$ cat src/rtl/cmo_pkg.sv
package cmo_pkg;

   localparam int OP_W = 4;

   typedef enum logic [OP_W-1:0] {
      OP_ZALLOC   = 4'd0,
      OP_TOUCH_LD = 4'd1,
      OP_TOUCH_ST = 4'd2,
      OP_ZERO     = 4'd3,
      OP_DINV     = 4'd4,
      OP_DFLUSH   = 4'd5,
      OP_DCLEAN   = 4'd6,
      OP_DLOCK    = 4'd7,
      OP_DUNLOCK  = 4'd8,
      OP_ITOUCH   = 4'd9,
      OP_ILOCK    = 4'd10,
      OP_IUNLOCK  = 4'd11,
      OP_IINV     = 4'd12
   } op_e;

   // operation class flags, exactly one set per code
   typedef struct packed {
      logic zalloc;
      logic hint;
      logic zero;
      logic dmaint;
      logic dlock;
      logic itouch;
      logic ilock;
      logic iinv;
      logic rsvd;
   } opclass_t;

   typedef struct packed {
      logic [OP_W-1:0] op;
      logic            trap;
      logic            dc;
      logic            ic;
      logic            mem;
      logic            bc;
      logic            nop;
   } rsp_t;

endpackage

$ cat src/rtl/cmo_decode.sv
module cmo_decode
   import cmo_pkg::*;
#(
   parameter int OPW = OP_W
) (
   input  logic [OPW-1:0] op,
   output opclass_t       cls,
   output logic [OPW-1:0] eff_op
);

   if (OPW != OP_W) begin : g_bad_width
      $error("cmo_decode: OPW must match package OP_W");
   end

   always_comb begin
      cls = '0;
      case (op)
         OP_ZALLOC:                 cls.zalloc = 1'b1;
         OP_TOUCH_LD, OP_TOUCH_ST:  cls.hint   = 1'b1;
         OP_ZERO:                   cls.zero   = 1'b1;
         OP_DINV, OP_DFLUSH,
         OP_DCLEAN:                 cls.dmaint = 1'b1;
         OP_DLOCK, OP_DUNLOCK:      cls.dlock  = 1'b1;
         OP_ITOUCH:                 cls.itouch = 1'b1;
         OP_ILOCK, OP_IUNLOCK:      cls.ilock  = 1'b1;
         OP_IINV:                   cls.iinv   = 1'b1;
         default:                   cls.rsvd   = 1'b1;
      endcase
   end

   // store-clean is carried out as a flush
   assign eff_op = (op == OP_DCLEAN) ? OP_DFLUSH : op;

endmodule

$ cat src/rtl/cmo_route.sv
module cmo_route
   import cmo_pkg::*;
#(
   parameter int CT_W = 2
) (
   input  opclass_t        cls,
   input  logic [OP_W-1:0] eff_op,
   input  logic            xlate_ok,
   input  logic            inhibit,
   input  logic [CT_W-1:0] ct,
   input  logic            dc_en,
   input  logic            ic_en,
   input  logic            bc_en,
   output rsp_t            rsp
);

   if (CT_W < 1) begin : g_bad_ct
      $error("cmo_route: CT_W must be at least 1");
   end

   logic ct_zero;
   if (CT_W == 1) begin : g_ct1
      assign ct_zero = ~ct[0];
   end else begin : g_ctn
      assign ct_zero = ~|ct;
   end

   logic exempt, trap, silent, act_dc, act_ic, act_mem, act_bc;

   always_comb begin
      exempt  = cls.zalloc | cls.hint | cls.rsvd;
      trap    = ~xlate_ok & ~exempt;
      silent  = cls.rsvd
              | (~xlate_ok & exempt)
              | (cls.hint & inhibit)
              | (cls.itouch & ct_zero);
      act_dc  = 1'b0;
      act_ic  = 1'b0;
      act_mem = 1'b0;
      act_bc  = 1'b0;
      if (!trap && !silent) begin
         act_dc  = dc_en & (cls.zalloc | cls.hint | cls.zero | cls.dmaint | cls.dlock);
         act_ic  = ic_en & (cls.itouch | cls.ilock | cls.iinv);
         act_mem = ~dc_en & (cls.zalloc | cls.zero);
         act_bc  = bc_en & (cls.zalloc | cls.zero | cls.dmaint | cls.iinv);
      end
      rsp.op   = eff_op;
      rsp.trap = trap;
      rsp.dc   = act_dc;
      rsp.ic   = act_ic;
      rsp.mem  = act_mem;
      rsp.bc   = act_bc;
      rsp.nop  = ~trap & ~(act_dc | act_ic | act_mem | act_bc);
   end

endmodule

$ cat src/rtl/cmo_outreg.sv
module cmo_outreg #(
   parameter int DW = 8
) (
   input  logic          clk,
   input  logic          rst_n,
   input  logic          in_valid,
   output logic          in_ready,
   input  logic [DW-1:0] in_data,
   output logic          out_valid,
   input  logic          out_ready,
   output logic [DW-1:0] out_data
);

   if (DW < 1) begin : g_bad_dw
      $error("cmo_outreg: DW must be at least 1");
   end

   assign in_ready = ~out_valid | out_ready;

   always_ff @(posedge clk) begin
      if (!rst_n) begin
         out_valid <= 1'b0;
         out_data  <= '0;
      end else if (in_ready) begin
         out_valid <= in_valid;
         if (in_valid) out_data <= in_data;
      end
   end

   // a stalled slot keeps its contents
   assert_hold_stall_R12: assert property (@(posedge clk) disable iff (!rst_n)
      (out_valid && !out_ready) |=> (out_valid && $stable(out_data)));

endmodule

$ cat src/rtl/cmo_dispatch.sv
module cmo_dispatch
   import cmo_pkg::*;
#(
   parameter int CT_W = 2
) (
   input  logic            clk,
   input  logic            rst_n,
   input  logic            req_valid,
   output logic            req_ready,
   input  logic [OP_W-1:0] req_op,
   input  logic            req_xlate_ok,
   input  logic            req_inhibit,
   input  logic [CT_W-1:0] req_ct,
   input  logic            cfg_dc_en,
   input  logic            cfg_ic_en,
   input  logic            cfg_bcast_en,
   output logic            rsp_valid,
   input  logic            rsp_ready,
   output logic [OP_W-1:0] rsp_op,
   output logic            rsp_trap,
   output logic            rsp_dc_apply,
   output logic            rsp_ic_apply,
   output logic            rsp_mem_zero,
   output logic            rsp_bcast,
   output logic            rsp_nop
);

   localparam int RSP_W = $bits(rsp_t);

   opclass_t        cls;
   logic [OP_W-1:0] eff_op;
   rsp_t            nxt, cur;
   logic [RSP_W-1:0] cur_bits;

   cmo_decode #(.OPW(OP_W)) u_decode (
      .op     (req_op),
      .cls    (cls),
      .eff_op (eff_op)
   );

   cmo_route #(.CT_W(CT_W)) u_route (
      .cls      (cls),
      .eff_op   (eff_op),
      .xlate_ok (req_xlate_ok),
      .inhibit  (req_inhibit),
      .ct       (req_ct),
      .dc_en    (cfg_dc_en),
      .ic_en    (cfg_ic_en),
      .bc_en    (cfg_bcast_en),
      .rsp      (nxt)
   );

   cmo_outreg #(.DW(RSP_W)) u_outreg (
      .clk       (clk),
      .rst_n     (rst_n),
      .in_valid  (req_valid),
      .in_ready  (req_ready),
      .in_data   (nxt),
      .out_valid (rsp_valid),
      .out_ready (rsp_ready),
      .out_data  (cur_bits)
   );

   assign cur          = rsp_t'(cur_bits);
   assign rsp_op       = cur.op;
   assign rsp_trap     = cur.trap;
   assign rsp_dc_apply = cur.dc;
   assign rsp_ic_apply = cur.ic;
   assign rsp_mem_zero = cur.mem;
   assign rsp_bcast    = cur.bc;
   assign rsp_nop      = cur.nop;

   // store-clean never leaves the block under its own code
   assert_clean_mapped_R2: assert property (@(posedge clk) disable iff (!rst_n)
      rsp_valid |-> (rsp_op != OP_DCLEAN));

   // memory-only zeroing excludes a local data action
   assert_zero_route_R7: assert property (@(posedge clk) disable iff (!rst_n)
      (rsp_valid && rsp_mem_zero) |-> !rsp_dc_apply);

   // routing decision broadcasts only with the enable bit set
   assert_bcast_gate_R10: assert property (@(posedge clk) disable iff (!rst_n)
      (req_valid && nxt.bc) |-> cfg_bcast_en);

   // a trap carries no action and no no-op mark
   assert_trap_alone_R11: assert property (@(posedge clk) disable iff (!rst_n)
      (rsp_valid && rsp_trap) |->
         !(rsp_dc_apply || rsp_ic_apply || rsp_mem_zero || rsp_bcast || rsp_nop));

   // at most one of trap / no-op
   assert_outcome_onehot_R11: assert property (@(posedge clk) disable iff (!rst_n)
      rsp_valid |-> $onehot0({rsp_trap, rsp_nop}));

   // ready follows slot state
   assert_ready_rule_R12: assert property (@(posedge clk) disable iff (!rst_n)
      req_ready == (!rsp_valid || rsp_ready));

endmodule

$ cat config.mk
export PLATFORM = sky130hd
export DESIGN_NAME = cmo_dispatch
export DESIGN_NICKNAME = d
export VERILOG_FILES = /design/src/rtl/cmo_pkg.sv /design/src/rtl/cmo_decode.sv /design/src/rtl/cmo_route.sv /design/src/rtl/cmo_outreg.sv /design/src/rtl/cmo_dispatch.sv
export SDC_FILE = /design/constraint.sdc
export NUM_CORES = 1
export LEC_CHECK = 0
export CAP_MARGIN = 5
export CORE_UTILIZATION = 44
export DETAILED_ROUTE_END_ITERATION = 10
export PLACE_DENSITY = 0.82
export SYNTH_ARGS = -nofsm -noshare
export SYNTH_HDL_FRONTEND = slang
export SYNTH_SLANG_ARGS = --single-unit
$ cat constraint.sdc
create_clock -name clk -period 2.8 [get_ports clk]
set_input_delay 0.7 -clock clk [delete_from_list [all_inputs] [get_ports clk]]
set_output_delay 0.7 -clock clk [all_outputs]
set_load 0.02 [all_outputs]
### Yosys cells after proc, flatten, opt, wreduce, memory -nomap -nowiden

Cells that the tools add are included.

| storage, ports and cells | value |
|---|---|
| bits in read-only memories | 0 |
| memory bits (writable) | 0 |
| word-level logic and storage cells | 72 |
| input port bits | 15 |
| memories kept | 0 |
| latch bits | 0 |
| register bits after elaboration | 11 |

| cells by class | value |
|---|---|
| shift operators | 0 |
| add/subtract/negate cells | 0 |
| divide/modulo/power cells | 0 |
| reductions and logical operators | 12 |
| order comparisons | 0 |
| multiply operators | 0 |
| bitwise operators | 32 |
| equal/unequal tests | 12 |
| multiplexer cells | 14 |

Operator list:

| cell | count |
|---|---|
| $eq 4x4->1 const B | 5 |
| $or 1x1->1 | 17 |
| $eq 4x3->1 const B | 4 |
| $mux 1 | 13 |
| $reduce_or 13->1 | 1 |
| $and 1x1->1 | 9 |
| $eq 4x2->1 const B | 2 |
| $reduce_or 2->1 | 4 |
| $not 1->1 | 6 |
| $eq 4x1->1 const B | 1 |
| $logic_not 4->1 | 1 |
| $mux 4 | 1 |
| $logic_not 1->1 | 3 |
| $reduce_or 3->1 | 1 |
| $reduce_and 2->1 | 1 |
| $logic_and 1x1->1 | 1 |

### Logic depth before layout (Yosys ltp)

| logic depth | value |
|---|---|
| depth in word-level cells | 17 |
| gate-level depth with buffers | 6 |
| gate-level depth less buffers | 6 |

### Hierarchy

Synthesis repeated with hierarchy kept, for this count alone.

| unflattened totals | value |
|---|---|
| cells, all modules | 96 |
| area total of the unflattened synthesis | 765.7 um^2 |

By module, submodules not included:

| module | cells an instance | instances | area an instance (um^2) |
|---|---|---|---|
| cmo_outreg | 48 | 1 | 449.2 |
| cmo_route | 25 | 1 | 172.7 |
| cmo_decode | 23 | 1 | 143.9 |

### Worst setup path before layout

No wires, ideal clock.

| timing | value |
|---|---|
| path type | input to register |
| start point | input rsp_ready |
| end point | register u_outreg.out_data[0] |
| data required time | 2.683 ns |
| setup time | 0.117 ns |
| setup slack | 1.026 ns |
| path buffers | 0 |
| stages | 6 |
| arrival time | 1.656 ns |
| path through | nor2b_1 -> inv_1 -> nand2_1 -> o31ai_1 -> a31o_1 -> a32o_1 |

| on the way | value |
|---|---|
| word-level cells in the longest chain between the ends | 2 |

Ends and longest elaborated chain:

| item | RTL line | text |
|---|---|---|
| start, declared | cmo_dispatch.sv:18 | `input logic rsp_ready,` |
| $or 1x1->1 | cmo_outreg.sv:18 | `assign in_ready = ~out_valid \| out_ready;` |
| named net req_ready | cmo_dispatch.sv:9 | `output logic req_ready,` |
| $reduce_and 2->1 (no source line) | - |  |
| end signal, assigned | cmo_outreg.sv:26 | `if (in_valid) out_data <= in_data;` |
| end, declared | cmo_outreg.sv:11 | `output logic [DW-1:0] out_data` |

The timed path passes the listed nets, and every way through them passes these cells.
A chain may end at the register's enable or synchronous reset.

### Worst setup path after layout

| timing | value |
|---|---|
| start point | input rsp_ready |
| end point | output req_ready |

| on the way | value |
|---|---|
| word-level cells in the longest chain between the ends | 1 |

Ends and longest elaborated chain:

| item | RTL line |
|---|---|
| $or 1x1->1 | cmo_outreg.sv:18 |
| end, declared | cmo_dispatch.sv:9 |

Every way passes these cells.

==> run summary <==
Max-cap violations in this run came to 0. The biggest area contributor in the post-synthesis netlist is dfxtp_1. The total wire length after detailed routing came out at approximately 1500 um. From synthesis to final layout, the design area changed by 42.9%. The upper clock frequency limit is between 0.3 and 0.4 GHz. The number of global-route vias before repair was a little under 600. Setup repair after global routing left no endpoint under its margin. The detailed-route DRC error count came out at 0.

The element type at the critical path start is an input pin. The clock edge transition at the registers on the reported setup and hold paths came out at 0.07 ns. Walking the worst path, the cells encountered are clkdlybuf4s50_1 > nor2b_1 > inv_1 > clkdlybuf4s50_1. Once layout is done, the placed cells without fillers occupy around 930 sq um.

The slew at the pin closest to its max-slew limit came out at ~0.48 ns. The proportion of netlist area held by the largest area contributor is between 30% and 40%. The worst-case setup margin in the final layout came out at roughly 0.16 ns.

STA classifies the critical path endpoint as an output port. Measured against its own limit, the worst slew margin works out to 67.7%. The number of buffers added on ports came out at 26. The fraction of final layout cells with drive strength greater than 1 came out at 9.62%. The distinct cell type count after synthesis came out at 32. The worst-case reg-to-reg path depth is 6. The largest fanout on the critical path is 3. The total number of vias came out at 675.

After routing, the total negative slack on setup checks comes to 0 ns. The weighted congestion reported at the end of routability-driven placement is about 0.83. The floorplan core area came out at around 1300 sq um.

The repair_antennas step left the layout with diodes totalling 0. The total placed instance area is ~900 sq um. The placement row count is 13.

The final number of max-transition violations is 0. The worst hold path belongs to the class reg2reg. The depth of the critical timing path with buffers and inverters included came out at 4. After detailed routing, the average wire length per cell comes to between 10 and 15 um. The effective utilization at floorplan came out at about half.

The type of the worst setup path is in2out. The number of levels in the clock H-tree came out at 1. The number of nets handed over by synthesis was 92.

The die is about 40 um tall. The HPWL after detailed placement came out at between 1000 and 1500 um. The data arrival time of the critical path came out at about 1.9 ns. In the synthesized netlist, the number of instances is 77. Sequential cells were found to cover between 30% and 40% of the synthesized design area.

The initial DRC count is 22. The run finished with clean final reports. The clock latency at the later pin of the worst-skew pair came out at 0.26 ns. The leakage power is ~0.33 nW. The maximum number of pins on one net before global-route repair came out at 14.

The power density normalized to cell area is just over 400 nW/um^2. In the post-synthesis netlist, the biggest area contributors are dfxtp_1 (34%), nand2_1 (6.3%), a32o_1 (6.2%). The count of nets after finishing came out at 120. The async set-reset flop share out of synthesis came out at 0%.

The final worst clock skew came out at ~0.0029 ns. In the synthesized netlist the dominant register cell turns out to be dfxtp_1. The worst-case clock buffer depth is 2. The die covers approximately 1600 sq um. Setup violations remaining at the end of the flow were counted as 0. The number of buffers added by the clock tree synthesis step came out at 3.

The TritonCTS clock tree is yes. The all-layer global routing usage is around 22%. The count of flip-flops with a built-in enable after synthesis came out at 0.

VDD sags by at most ~0.00022 V. The first TritonRoute pass finished after 7 iterations. The first global-routing pass estimated between 2000 and 2500 um of wire.

The cell family with the largest share of critical-path delay is buffers and inverters. The synthesized cell area came out at roughly 650 sq um. The total congestion overflow after global routing came out at 0.

The final critical path time including I/O delays and setup came out at between 2 and 3 ns. By instance count, the cell type seen most on the critical path is clkdlybuf4s50_1. In this run, synthesis produced a sequential element count of 11. The remaining antenna violation count is 0. The number of hold buffers added after CTS came out at 0. The TritonCTS sink count came out at 11. The average instance in the mapped netlist occupies roughly 8.4 sq um. 27 I/O pins were placed.

In this run the clock root is driven by a clkbuf_4. STA puts the critical path data required time at approximately 2.1 ns. The part of the cycle the worst path needs came out at 94.2%. The number of buffers inserted to repair setup after CTS came out at 0. The overall die width came out at 40.5 um. The worst hold path was traced through 2 stages.

The number of hold violations in the final report came out at 0. The largest individual stage delay along the critical path comes from the cell clkdlybuf4s50_1. Prior to clock tree synthesis, the placed netlist has a worst setup slack of between 0.15 and 0.2 ns. The highest cell delay on the worst timing path came out at 0.54 ns. In the routed layout, each cell is associated on average with a via count of ~5.7.

The count of buffer and inverter cells on the critical path is 3. The initial antenna violation count is 0. The number of warnings reported in the yosys synthesis log came out at 0. The quantity of gates resized following cts is 0.
==> registers in the layout (all words and copies together) (netlist names) <==
signal and flops:
u_outreg.out_data 10, u_outreg.out_valid 1
==> area by class of cell <==
type,count,area [sq um]
Tap cell,15,18.8
Sequential cell,11,220
Multi-Input combinational cell,58,379
Fill cell,118,404
Timing Repair Buffer,27,268
Inverter,4,17.5
Clock buffer,4,26.3
==> metal layers <==
| layer | share of wire, % | routed length, um | track usage (%) |
|---|---|---|---|
| met1 | 43 | 659 | 23.1 |
| met2 | 49 | 743 | 40.9 |
| met3 | 6.9 | 106 | 5.56 |
| met4 | 1.2 | 18 | 10.0 |
| met5 | 0 | 0 | 0 |
==> synthesized netlist by cell type, drive strengths merged (2+ instances only) <==
cell	number
a211oi	2
a21boi	4
and2	2
a32o	4
buf	3
dfxtp	11
nor2	4
o21ai	6
a31oi	3
a21oi	4
inv	4
nand3	2
nand2	11
nor2b	4
==> kinds of logic (layout without fill, tap and decap cells) <==
logic type | count (synthesis) | count (layout) | share of synthesized area, %
flip-flops | 11 | 11 | 33.8
AO/OA/AOI/OAI | 29 | 29 | 33.7
adder cells (fa/ha/maj) | 1 | 1 | 1.73
XOR/XNOR | 1 | 1 | 1.35
multiplexers | 1 | 1 | 2.31
AND/OR/NAND/NOR | 26 | 26 | 19.2
buffers and inverters | 8 | 35 | 7.88
==> worst reg2reg max path, cell delays in order (launching register included) <==
cell,delay [ns]
dfxtp_1,0.32
nor2b_1,0.21
inv_1,0.09
nand2_1,0.25
o31ai_1,0.12
a31o_1,0.19
a32o_1,0.20
==> cells in the final DEF, fill, tap and decap left out, types with 2 or more instances in the layout <==
cell             netlist  final
a21boi_0               4      4
inv_1                  3      3
a32o_1                 4      4
o21ai_1                2      2
nor2b_1                4      4
nand2_1               11     11
clkdlybuf4s50_1        0     26
nand3_1                2      2
nor2_1                 4      4
clkbuf_4               0      3
a21oi_1                3      3
o21ai_0                4      4
and2_1                 2      2
a31oi_1                3      3
dfxtp_1               11     11
==> metrics by stage <==
stage	hold slack (ns)	power, mW	instances	util [%]
global placement	0.449	0.275	115	67.7
finish	0.468	0.380	119	69.7
detailed placement	0.458	0.277	115	67.7
floorplan	0.539	0.231	77	-
global route	0.492	0.403	119	69.7
CTS	0.470	0.382	119	69.7
==> path summary, 6_finish.rpt <==
path                                           start                   end  slack [ns]
worst min register to register  u_outreg.out_data[9]  u_outreg.out_data[9]        0.47
worst min-delay path            u_outreg.out_data[9]  u_outreg.out_data[9]        0.47
worst max register to register    u_outreg.out_valid  u_outreg.out_data[0]        1.31
worst max-delay path                       rsp_ready             req_ready        0.16
==> where the power goes <==
part	leakage, nW	switching [mW]	total (mW)	internal, mW
clock network	0.0150	0.0514	0.106	0.0550
logic	0.225	0.0526	0.106	0.0534
registers	0.0901	0.00328	0.168	0.164
Power figures use the tool's default switching activity.
